===== src/rtl/gse_pkg.sv =====
// Shared declarations for the block gain/skew estimator.
// Assumes nothing beyond IEEE 1800-2017 synthesizable subset.
package gse_pkg;

    // Sequencer states of the closed-form solver.
    typedef enum logic [3:0] {
        S_IDLE,
        S_PROD,
        S_DIFF,
        S_TDIV,
        S_TWAIT,
        S_GPROD,
        S_GDEN,
        S_GDIV,
        S_GWAIT
    } solve_st_t;

    // Stream indices inside the per-half sum arrays.
    localparam int IDX_Y = 0;
    localparam int IDX_V = 1;
    localparam int IDX_W = 2;

endpackage


===== src/rtl/gse_half_accum.sv =====
// Accumulates the demodulated stream and both reference streams over the
// two halves of an L-sample block. Emits the six half-sums with a one-cycle
// strobe the cycle after the L-th accepted sample.
// Assumes L is a power of two, at least 4.
module gse_half_accum #(
    parameter int DW = 12,
    parameter int L  = 64,
    localparam int HALF = L / 2,
    localparam int HLOG = $clog2(HALF),
    localparam int CW   = $clog2(L),
    localparam int SW   = DW + HLOG
) (
    input  logic                 clk,
    input  logic                 rst_n,
    input  logic                 in_valid,
    input  logic                 blk_start,
    input  logic signed [DW-1:0] y_in,
    input  logic signed [DW-1:0] v_in,
    input  logic signed [DW-1:0] w_in,
    output logic signed [SW-1:0] sum_h1 [3],
    output logic signed [SW-1:0] sum_h2 [3],
    output logic                 sums_vld
);

    logic          active;
    logic [CW-1:0] cnt;
    logic          take;
    logic          in_first;
    logic          last;
    logic signed [DW-1:0] smp [3];
    logic signed [SW-1:0] acc1 [3];
    logic signed [SW-1:0] acc2 [3];

    assign smp[0] = y_in;
    assign smp[1] = v_in;
    assign smp[2] = w_in;

    // Acceptance and half selection for the current cycle.
    always_comb begin
        take     = in_valid && (blk_start || active);
        in_first = blk_start || (cnt < CW'(HALF));
        last     = take && !blk_start && (cnt == CW'(L - 1));
    end

    // Sample counter and open-block flag.
    always_ff @(posedge clk) begin
        if (!rst_n) begin
            active   <= 1'b0;
            cnt      <= '0;
            sums_vld <= 1'b0;
        end else begin
            sums_vld <= last;
            if (take) begin
                if (blk_start) begin
                    active <= 1'b1;
                    cnt    <= CW'(1);
                end else begin
                    cnt <= cnt + CW'(1);
                    if (last) active <= 1'b0;
                end
            end
        end
    end

    // One accumulator pair per stream.
    for (genvar g = 0; g < 3; g++) begin : g_stream
        // Half-sum accumulation and hand-off at block end.
        always_ff @(posedge clk) begin
            if (!rst_n) begin
                acc1[g]   <= '0;
                acc2[g]   <= '0;
                sum_h1[g] <= '0;
                sum_h2[g] <= '0;
            end else if (take) begin
                if (blk_start) begin
                    acc1[g] <= SW'(smp[g]);
                    acc2[g] <= '0;
                end else if (in_first) begin
                    acc1[g] <= acc1[g] + SW'(smp[g]);
                end else begin
                    acc2[g] <= acc2[g] + SW'(smp[g]);
                end
                if (last) begin
                    sum_h1[g] <= acc1[g];
                    sum_h2[g] <= acc2[g] + SW'(smp[g]);
                end
            end
        end
    end

    AST_IDLE_AFTER_BLOCK: assert property (@(posedge clk) disable iff (!rst_n)
        sums_vld |-> !active);

    AST_OPEN_NEEDS_START: assert property (@(posedge clk) disable iff (!rst_n)
        $rose(active) |-> $past(in_valid && blk_start));

endmodule


===== src/rtl/gse_seq_div.sv =====
// Signed restoring divider, one quotient bit per cycle, NW cycles per
// division. The quotient truncates toward zero. A zero divisor finishes on
// the next cycle with dz set. A start while busy is ignored.
module gse_seq_div #(
    parameter int NW  = 37,
    parameter int DVW = 25,
    localparam int CNW = $clog2(NW)
) (
    input  logic                  clk,
    input  logic                  rst_n,
    input  logic                  start,
    input  logic signed [NW-1:0]  dividend,
    input  logic signed [DVW-1:0] divisor,
    output logic                  done,
    output logic                  dz,
    output logic signed [NW:0]    quot
);

    logic            busy;
    logic [CNW-1:0]  cnt;
    logic [DVW:0]    rem;
    logic [NW-1:0]   dq;
    logic [DVW-1:0]  dvs;
    logic [NW-1:0]   a_lat;
    logic            neg;
    logic [NW-1:0]   a_mag;
    logic [DVW-1:0]  d_mag;
    logic [DVW:0]    trial;
    logic            ge;
    logic [DVW:0]    rem_n;
    logic [NW-1:0]   q_fin;

    // Operand magnitudes and one restoring step.
    always_comb begin
        a_mag = dividend[NW-1] ? (~dividend + 1'b1) : dividend;
        d_mag = divisor[DVW-1] ? (~divisor + 1'b1) : divisor;
        trial = {rem[DVW-1:0], dq[NW-1]};
        ge    = trial >= {1'b0, dvs};
        rem_n = ge ? (trial - {1'b0, dvs}) : trial;
        q_fin = {dq[NW-2:0], ge};
    end

    // Division sequencing and signed result.
    always_ff @(posedge clk) begin
        if (!rst_n) begin
            busy  <= 1'b0;
            cnt   <= '0;
            rem   <= '0;
            dq    <= '0;
            dvs   <= '0;
            a_lat <= '0;
            neg   <= 1'b0;
            done  <= 1'b0;
            dz    <= 1'b0;
            quot  <= '0;
        end else begin
            done <= 1'b0;
            dz   <= 1'b0;
            if (start && !busy) begin
                if (d_mag == '0) begin
                    done <= 1'b1;
                    dz   <= 1'b1;
                end else begin
                    busy  <= 1'b1;
                    cnt   <= '0;
                    rem   <= '0;
                    dq    <= a_mag;
                    a_lat <= a_mag;
                    dvs   <= d_mag;
                    neg   <= dividend[NW-1] ^ divisor[DVW-1];
                end
            end else if (busy) begin
                rem <= rem_n;
                dq  <= q_fin;
                cnt <= cnt + CNW'(1);
                if (cnt == CNW'(NW - 1)) begin
                    busy <= 1'b0;
                    done <= 1'b1;
                    quot <= neg ? -$signed({1'b0, q_fin}) : $signed({1'b0, q_fin});
                end
            end
        end
    end

    logic [NW-1:0]     q_chk;
    logic [NW+DVW-1:0] back;
    assign q_chk = quot[NW] ? NW'(-quot) : quot[NW-1:0];
    assign back  = (NW+DVW)'(q_chk) * (NW+DVW)'(dvs);

    AST_DIV_NOT_OVER: assert property (@(posedge clk) disable iff (!rst_n)
        (done && !dz) |-> (back <= (NW+DVW)'(a_lat)));

    AST_DIV_NOT_UNDER: assert property (@(posedge clk) disable iff (!rst_n)
        (done && !dz) |-> ((NW+DVW)'(a_lat) - back < (NW+DVW)'(dvs)));

endmodule


===== src/rtl/gse_solver.sv =====
// Turns six half-sums into the skew and gain estimates. Means come from an
// arithmetic shift. Cross products feed the skew division; the saturated
// skew then builds the gain divisor. One shared divider serves both.
// Assumes a new set of sums does not arrive while a solve is running
// (such sums are dropped).
module gse_solver
    import gse_pkg::*;
#(
    parameter int DW   = 12,
    parameter int HLOG = 5,
    parameter int FRAC = 12,
    parameter int OW   = 24,
    localparam int SW  = DW + HLOG,
    localparam int PW  = 2 * DW,
    localparam int DVW = PW + 1,
    localparam int NW  = PW + 1 + FRAC,
    localparam int GPW = OW + DW
) (
    input  logic                 clk,
    input  logic                 rst_n,
    input  logic signed [SW-1:0] sum_h1 [3],
    input  logic signed [SW-1:0] sum_h2 [3],
    input  logic                 sums_vld,
    output logic signed [OW-1:0] t_est,
    output logic signed [OW-1:0] g_est,
    output logic                 est_valid,
    output logic                 zero_err
);

    localparam logic signed [NW:0] QMAX = {{(NW-OW+2){1'b0}}, {(OW-1){1'b1}}};
    localparam logic signed [NW:0] QMIN = {{(NW-OW+2){1'b1}}, {(OW-1){1'b0}}};

    // Saturate a divider quotient to the published width.
    function automatic logic signed [OW-1:0] sat(input logic signed [NW:0] q);
        if (q > QMAX)      return OW'(QMAX);
        else if (q < QMIN) return OW'(QMIN);
        else               return OW'(q);
    endfunction

    solve_st_t st;
    logic signed [DW-1:0]  my1, mv1, mw1, my2, mv2, mw2;
    logic signed [PW-1:0]  p_a, p_b, p_c, p_d;
    logic signed [PW:0]    num, den;
    logic signed [OW-1:0]  t_new;
    logic signed [GPW-1:0] gprod;
    logic signed [DVW-1:0] gden;
    logic                  div_start;
    logic signed [NW-1:0]  div_a;
    logic signed [DVW-1:0] div_b;
    logic                  div_done;
    logic                  div_dz;
    logic signed [NW:0]    div_q;

    // Operand selection for the shared divider.
    always_comb begin
        div_start = (st == S_TDIV) || (st == S_GDIV);
        if (st == S_TDIV || st == S_TWAIT) begin
            div_a = NW'(num) <<< FRAC;
            div_b = DVW'(den);
        end else begin
            div_a = NW'(my1) <<< FRAC;
            div_b = gden;
        end
    end

    gse_seq_div #(.NW(NW), .DVW(DVW)) u_div (
        .clk      (clk),
        .rst_n    (rst_n),
        .start    (div_start),
        .dividend (div_a),
        .divisor  (div_b),
        .done     (div_done),
        .dz       (div_dz),
        .quot     (div_q)
    );

    // Solve sequencer with its datapath registers.
    always_ff @(posedge clk) begin
        if (!rst_n) begin
            st        <= S_IDLE;
            my1 <= '0; mv1 <= '0; mw1 <= '0;
            my2 <= '0; mv2 <= '0; mw2 <= '0;
            p_a <= '0; p_b <= '0; p_c <= '0; p_d <= '0;
            num <= '0; den <= '0;
            t_new     <= '0;
            gprod     <= '0;
            gden      <= '0;
            t_est     <= '0;
            g_est     <= '0;
            est_valid <= 1'b0;
            zero_err  <= 1'b0;
        end else begin
            est_valid <= 1'b0;
            zero_err  <= 1'b0;
            unique case (st)
                S_IDLE: if (sums_vld) begin
                    my1 <= DW'(sum_h1[IDX_Y] >>> HLOG);
                    mv1 <= DW'(sum_h1[IDX_V] >>> HLOG);
                    mw1 <= DW'(sum_h1[IDX_W] >>> HLOG);
                    my2 <= DW'(sum_h2[IDX_Y] >>> HLOG);
                    mv2 <= DW'(sum_h2[IDX_V] >>> HLOG);
                    mw2 <= DW'(sum_h2[IDX_W] >>> HLOG);
                    st  <= S_PROD;
                end
                S_PROD: begin
                    p_a <= PW'(my2) * PW'(mv1);
                    p_b <= PW'(my1) * PW'(mv2);
                    p_c <= PW'(my1) * PW'(mw2);
                    p_d <= PW'(my2) * PW'(mw1);
                    st  <= S_DIFF;
                end
                S_DIFF: begin
                    num <= (PW+1)'(p_a) - (PW+1)'(p_b);
                    den <= (PW+1)'(p_c) - (PW+1)'(p_d);
                    st  <= S_TDIV;
                end
                S_TDIV: st <= S_TWAIT;
                S_TWAIT: if (div_done) begin
                    if (div_dz) begin
                        zero_err <= 1'b1;
                        st       <= S_IDLE;
                    end else begin
                        t_new <= sat(div_q);
                        st    <= S_GPROD;
                    end
                end
                S_GPROD: begin
                    gprod <= GPW'(t_new) * GPW'(mw1);
                    st    <= S_GDEN;
                end
                S_GDEN: begin
                    gden <= DVW'(mv1) + DVW'(gprod >>> FRAC);
                    st   <= S_GDIV;
                end
                S_GDIV: st <= S_GWAIT;
                S_GWAIT: if (div_done) begin
                    if (div_dz) begin
                        zero_err <= 1'b1;
                    end else begin
                        t_est     <= t_new;
                        g_est     <= sat(div_q);
                        est_valid <= 1'b1;
                    end
                    st <= S_IDLE;
                end
                default: st <= S_IDLE;
            endcase
        end
    end

    AST_VALID_ERR_EXCL: assert property (@(posedge clk) disable iff (!rst_n)
        !(est_valid && zero_err));

    AST_T_HOLD: assert property (@(posedge clk) disable iff (!rst_n)
        (t_est != $past(t_est)) |-> est_valid);

    AST_G_HOLD: assert property (@(posedge clk) disable iff (!rst_n)
        (g_est != $past(g_est)) |-> est_valid);

    AST_VALID_PULSE: assert property (@(posedge clk) disable iff (!rst_n)
        est_valid |=> !est_valid);

    AST_ERR_PULSE: assert property (@(posedge clk) disable iff (!rst_n)
        zero_err |=> !zero_err);

endmodule


===== src/rtl/gain_skew_est.sv =====
// Top of the block gain/skew estimator: half-block accumulation followed by
// the closed-form two-unknown solver.
// Assumes L is a power of two (32, 64 or 128 in use) and FRAC <= OW.
module gain_skew_est #(
    parameter int DW   = 12,
    parameter int L    = 64,
    parameter int FRAC = 12,
    parameter int OW   = 24,
    localparam int HLOG = $clog2(L / 2),
    localparam int SW   = DW + HLOG
) (
    input  logic                 clk,
    input  logic                 rst_n,
    input  logic                 blk_start,
    input  logic                 in_valid,
    input  logic signed [DW-1:0] y_in,
    input  logic signed [DW-1:0] v_in,
    input  logic signed [DW-1:0] w_in,
    output logic signed [OW-1:0] t_est,
    output logic signed [OW-1:0] g_est,
    output logic                 est_valid,
    output logic                 zero_err
);

    logic signed [SW-1:0] sum_h1 [3];
    logic signed [SW-1:0] sum_h2 [3];
    logic                 sums_vld;

    gse_half_accum #(.DW(DW), .L(L)) u_acc (
        .clk       (clk),
        .rst_n     (rst_n),
        .in_valid  (in_valid),
        .blk_start (blk_start),
        .y_in      (y_in),
        .v_in      (v_in),
        .w_in      (w_in),
        .sum_h1    (sum_h1),
        .sum_h2    (sum_h2),
        .sums_vld  (sums_vld)
    );

    gse_solver #(.DW(DW), .HLOG(HLOG), .FRAC(FRAC), .OW(OW)) u_solve (
        .clk       (clk),
        .rst_n     (rst_n),
        .sum_h1    (sum_h1),
        .sum_h2    (sum_h2),
        .sums_vld  (sums_vld),
        .t_est     (t_est),
        .g_est     (g_est),
        .est_valid (est_valid),
        .zero_err  (zero_err)
    );

endmodule


===== config.mk =====
export PLATFORM = sky130hd
export DESIGN_NAME = gain_skew_est
export DESIGN_NICKNAME = d
export VERILOG_FILES = /design/src/rtl/gse_pkg.sv /design/src/rtl/gse_half_accum.sv /design/src/rtl/gse_seq_div.sv /design/src/rtl/gse_solver.sv /design/src/rtl/gain_skew_est.sv
export SDC_FILE = /design/constraint.sdc
export NUM_CORES = 2
export LEC_CHECK = 0
export BUFFER_PORTS_ARGS = -buffer_cell sky130_fd_sc_hd__buf_2
export CAP_MARGIN = 25
export CORE_UTILIZATION = 39
export DETAILED_ROUTE_END_ITERATION = 16
export PLACE_DENSITY = 0.63
export SLEW_MARGIN = 20
export SYNTH_ARGS = -nofsm -noshare
export SYNTH_HDL_FRONTEND = slang
export SYNTH_SLANG_ARGS = --single-unit

===== constraint.sdc =====
create_clock -name clk -period 6 [get_ports clk]
set_input_delay 0.9 -clock clk [delete_from_list [all_inputs] [get_ports clk]]
set_output_delay 0.9 -clock clk [all_outputs]
set_load 0.02 [all_outputs]

Word level (Yosys, flattened, before mapping)
Memory sizes are Yosys's and may differ from the RTL's.
Cells that the tools add are included.

cells by class
  equal/unequal tests = 14
  reduce and logical (&&, ||, !) cells = 27
  mux-type cells = 62
  magnitude comparators = 4
  add/subtract/negate cells = 15
  multiply operators = 5
  bitwise logic cells = 18

operator list
  kind                                                                                number
  17-bit 2-to-1 mux                                                                   12
  37-bit 2-to-1 mux                                                                   5
  25-bit 2-to-1 mux                                                                   6
  17-bit by 12-bit adder with 17-bit output                                           6
  12-bit by 12-bit multiplier with 24-bit output                                      4
  24-bit by 24-bit subtractor with 25-bit output                                      2
  24-bit 2-to-1 mux                                                                   2
  38-bit by 24-bit greater-than comparator with 1-bit output (second input constant)  1
  38-bit by 24-bit < comparator with 1-bit output (second input constant)             1
  38-bit 2-to-1 mux                                                                   1
  37-bit negation with 38-bit output                                                  1
  37-bit by 1-bit adder with 37-bit output (second input constant)                    1
  37-bit inverter                                                                     1
  24-bit by 12-bit multiplier with 36-bit output                                      1
  4-bit case mux with 9 select lines                                                  1
  1-bit 2-to-1 mux                                                                    27
  26-bit by 25-bit >= comparator with 1-bit output                                    1
  12-bit by 24-bit adder with 25-bit output                                           1
  25-bit by 1-bit adder with 25-bit output (second input constant)                    1
  25-bit logical NOT                                                                  1
  25-bit inverter                                                                     1
  25-bit subtractor                                                                   1
  6-bit 2-to-1 mux                                                                    4
  3-bit AND reduction                                                                 6
  20 further kinds                                                                    57

storage, ports and cells
  bits in registers = 602
  memory bits (writable) = 102
  output and inout port bits = 50
  memories kept = 2

memories
  name        depth  width  read ports  clocked after memory_dff  write ports  RTL line              text
  u_acc.acc1  3      17     3           0                         3            gse_half_accum.sv:31  logic signed [SW-1:0] acc1 [3];
  u_acc.acc2  3      17     3           0                         3            gse_half_accum.sv:32  logic signed [SW-1:0] acc2 [3];

Logic depth before layout (Yosys ltp)
  depth after elaboration = 9
  mapped depth = 24
  mapped depth without buffers = 22

Hierarchy
A second synthesis with hierarchy kept.

second synthesis, totals
  cell total of the unflattened synthesis = 8048
  area total of the unflattened synthesis = 68535.7 um2

modules (own cells, without submodules)
  module          times used  seq. area each (um2)  cells each  area each (um2)
  gse_solver      1           6906.6                5593        46875.0
  gse_half_accum  1           5265.0                1276        12051.6
  gse_seq_div     1           2702.6                1179        9609.2

Worst setup path after synthesis
No wires, ideal clock.

  path type = register -> register
  from = register u_solve.mw1[3]
  to = register u_solve.gprod[35]
  arrival = 6.384 ns
  period minus slack after synthesis = 6.458 ns
  library setup time = 0.074 ns
  required time = 5.926 ns
  path slack = -0.458 ns
  stages on the path, launching flop included = 23
  path through = dfxtp_1 > clkbuf_1 > clkbuf_1 > nand2_1 > fa_1 > fa_1 > inv_1 > fa_1 > fa_1 > inv_1 > fa_1 > inv_1 > ha_1 > a21o_1 > a2111oi_0 > a211oi_1 > a221o_1 > a21oi_1 > a311oi_1 > a41oi_1 > a21oi_1 > or3_1 > a31oi_1

between the ends
  cells in the longest elaborated chain, start to end = 1

RTL lines
  what                                            RTL line           text
  start: declaration                              gse_solver.sv:41   logic signed [DW-1:0] my1, mv1, mw1, my2, mv2, mw2;
  start signal: assignment                        gse_solver.sv:99   mw1 <= DW'(sum_h1[IDX_W] >>> HLOG);
  24-bit by 12-bit multiplier with 36-bit output  gse_solver.sv:128  gprod <= GPW'(t_new) * GPW'(mw1);
  end signal: assignment                          gse_solver.sv:128
  end: declaration                                gse_solver.sv:45   logic signed [GPW-1:0] gprod;

Every way passes these cells.
A chain may end at the register's enable or synchronous reset.

Worst setup path after layout
  from = register u_solve.my2[2]
  to = register u_solve.p_a[23]

between the ends
  cells in the longest elaborated chain, start to end = 1

RTL lines
  what                                            RTL line           text
  start: declaration                              gse_solver.sv:41
  start signal: assignment                        gse_solver.sv:100  my2 <= DW'(sum_h2[IDX_Y] >>> HLOG);
  12-bit by 12-bit multiplier with 24-bit output  gse_solver.sv:106  p_a <= PW'(my2) * PW'(mv1);
  end signal: assignment                          gse_solver.sv:106
  end: declaration                                gse_solver.sv:42   logic signed [PW-1:0] p_a, p_b, p_c, p_d;

Every way passes these cells.

==> flow_summary.yaml <==
outcome:
  outcome: "finished with violations"
  violations: "design-rule violations"
drt:
  via_per_inst: 5.25
  avgRoutedWirePerCell_um: 17.5
  drc: 4
  wl_um: 178000
  drtPass1Iterations: 11
  ant_nets: 0
  drt_iter0_drc: 3354
  num_vias: 53600
clock_tree:
  cts.sinks: 662
  clock-root-buffer: "clkbuf_16"
  cts-htree-levels: 3
  cts-buffers-inserted: 78
  cts.clk_slew.worst_paths_ns: 0.06
  worstSkewPairLatency_ns: 0.71
  cts_tree: "done"
  clockBufferDepth: 3
  hold_buffers: 0
timing:
  hold_violations: 0
  fmax_ghz: 0.170
  min_period_ns: 5.89
  fin_setup_tns_ns: 0
  rsz0062_at_grt: "yes"
  fin_ws_ns: 0.110
  slew_violations: 0
  fin_skew_ns: 0.0440
  slew_headroom: 0.331
  worstMarginPinSlew_ns: 1.00
  final-setup-viol-count: 0
  finalCritPeriodShare: 0.982
setup_path:
  crit_path_max_fanout: 10
  critPathCaptureType: "flop"
  arrival_ns: 6.47
  start_kind: "flop"
  worstRegToRegCells: 19
  critical_path_class: "flop to flop"
  required_ns: 6.58
logic_synthesis:
  synth_area_um2: 66300
  synth-edff-count: 102
  yosysSeqAreaShare: 0.215
  synthArstFlopShare: 0
  syn_avg_cell_area_um2: 8.43
  syn_inst: 7870
  synth-seq-cells: 662
  ys_warn_count: 0
  syn_nets: 9203
  synth_top_flop_cell: "dfxtp_1"
  synthDistinctLibCells: 93
cells_and_area:
  fin_area_um2: 73500
  multiInputGateArea_um2: 46800
  fillCellCount: 16600
  finalNonFillerCells: 10200
  nNetsFinal: 9261
  seqCellArea_um2: 14400
  drive_above_1_share: 0.0861
  area_growth_pct: 10.8
  utilization: 0.435
global_routing:
  grt_max_degree: 133
  antenna_found_initial: 5
  grt_pass1_wl_um: 292000
  grtUsageTotal: 0.209
  grt_pass1_vias: 54400
  overflow: 0
worst_hold_path:
  hold_depth: 2
  hold_class: "flop to flop"
placed_design:
  place_ws_ns: -0.235
  post_dp_cell_area_um2: 70300
  dp_cells: 10000
  io_buffers: 89
  gp_congestion: 0.928
  place_hpwl_um: 140000
power:
  power_density_nw_per_um2: 142
  p_leak_nw: 33.0
  ir_drop_v: 0.000187
floorplanning:
  io-pin-count: 90
  die_w_um: 414
  die_h_um: 414
  dieArea_um2: 172000
  rows: 151
  core-area_um2: 169000
  initial_utilization: 0.392
job:
  drv_cap: 0
-- cell usage after synthesis, types with 9 or more instances --
cell | instances | share of area
nand2_1 | 1286 | 0.073
inv_1 | 1074 | 0.061
fa_1 | 818 | 0.25
a21oi_1 | 571 | 0.043
dfxtp_1 | 560 | 0.17
nor2_1 | 512 | 0.029
ha_1 | 475 | 0.090
clkbuf_1 | 369 | 0.021
and2_1 | 309 | 0.029
o21ai_0 | 236 | 0.018
xnor2_1 | 219 | 0.029
nand3_1 | 144 | 0.011
xor2_1 | 122 | 0.016
nor3_1 | 119 | 0.0090
edfxtp_1 | 102 | 0.046
a211oi_1 | 81 | 0.0092
a21o_1 | 70 | 0.0079
or3_1 | 64 | 0.0060
nand2b_1 | 54 | 0.0051
and3_1 | 46 | 0.0043
o31ai_1 | 41 | 0.0046
nor2b_1 | 39 | 0.0037
a31oi_1 | 37 | 0.0035
mux2i_1 | 35 | 0.0053
o21a_1 | 35 | 0.0040
or2_2 | 30 | 0.0028
o211ai_1 | 27 | 0.0031
a22o_1 | 24 | 0.0032
nand4_1 | 24 | 0.0023
nand3b_1 | 22 | 0.0025
o21bai_1 | 20 | 0.0023
o41ai_1 | 19 | 0.0025
a211o_1 | 15 | 0.0020
buf_2 | 15 | 0.0011
nor4_1 | 15 | 0.0014
buf_1 | 14 | 0.00079
or4_1 | 13 | 0.0015
a311oi_1 | 12 | 0.0016
a21boi_0 | 11 | 0.0012
o2111ai_1 | 11 | 0.0015
a41o_1 | 10 | 0.0015
o2bb2ai_2 | 10 | 0.0023
a31o_2 | 9 | 0.0012
-- per-stage QoR --
stage / power (mW) / hold slack (ns)
2_1_floorplan: 5.35 / 0.428
3_3_place_gp: 5.56 / 0.441
3_5_place_dp: 5.59 / 0.444
4_1_cts: 10.6 / 0.451
5_1_grt: 10.8 / 0.470
6_report: 10.4 / 0.449
-- critical path: stages (launching register included) --
cell and delay [ns]:
dfxtp_1 0.33, buf_4 0.19, and2_1 0.18, fa_1 0.36, inv_1 0.07, fa_1 0.43, fa_1 0.59, fa_1 0.43
fa_1 0.51, inv_1 0.05, ha_1 0.28, or2_2 0.31, a21oi_1 0.17, a31oi_1 0.08, a41o_1 0.28, o41a_1 0.35
a41o_1 0.27, or4_1 0.42, and3_1 0.16, a311o_1 0.30
-- timing repair --
action                                  4_1_cts  5_1_grt
buffers inserted                             10       14
pin swaps                                    16       46
gates resized for setup                      37      111
endpoints found under the setup margin       10       22
cloned                                        1        0
-- flip-flops by register name (all words and copies together), names as in the netlist, 36 cells and up --
signal              cells
u_acc.acc1             51
u_acc.acc2             51
u_acc.sum_h1           36
u_acc.sum_h2           36
u_solve.u_div.dq       37
u_solve.u_div.quot     38
-- placed cells by master (no fill, tap or decap), types with 122 or more instances in the layout --
master / synthesis / final
nand2_1: 1286 / 1284
inv_1: 1074 / 1068
fa_1: 818 / 815
a21oi_1: 571 / 565
nor2_1: 512 / 509
dfxtp_1: 560 / 504
ha_1: 475 / 474
and2_1: 309 / 304
buf_4: 2 / 257
o21ai_0: 236 / 226
xnor2_1: 219 / 219
nand3_1: 144 / 142
xor2_1: 122 / 122
-- area by class of cell --
cell class | count | area share
multi-input cells | 5729 | 0.636
flip-flops and latches | 662 | 0.196
inverters | 1075 | 0.0550
repair buffers | 382 | 0.0395
well taps | 2218 | 0.0377
clock buffers | 109 | 0.0302
clock inverters | 33 | 0.00545
diodes | 1 | 0.0000340
-- layer usage --
layer	wire [um]	GRT usage	up-vias
li1	-	-	25600
met1	80200	0.283	26600
met2	83500	0.346	1222
met3	9520	0.0323	241
met4	4970	0.0595	4
met5	22	0	-
-- kinds of logic (layout without fill, tap and decap cells) --
family	after synthesis	count (layout)	synth area share
and+or+nand+nor	2715	2715	0.186
buffers and inverters	1479	1599	0.0845
adders and majority gates	1293	1293	0.336
DFF	662	662	0.215
xor gates and xnor gates	341	341	0.0450
muxes	40	40	0.00613
other	0	1	0
AOI/OAI and AO/OA	1340	1340	0.127
-- worst paths after layout --
check / to / start / slack [ns]
min reg2reg: u_solve.mv1[8] / u_acc.sum_h1[30] / 0.45
min: u_solve.mv1[8] / u_acc.sum_h1[30] / 0.45
max: u_solve.p_a[23] / u_solve.my2[2] / 0.11
max reg2reg: u_solve.p_a[23] / u_solve.my2[2] / 0.11
-- power by group --
group / internal [mW] / leakage, nW / switching [mW]
clock: 2.87 / 1.26 / 2.08
combinational: 0.321 / 26.1 / 0.572
sequential: 4.55 / 5.63 / 0.0453
total: 7.75 / 33.0 / 2.70
Note: power is estimated with default switching activity, not from simulation.
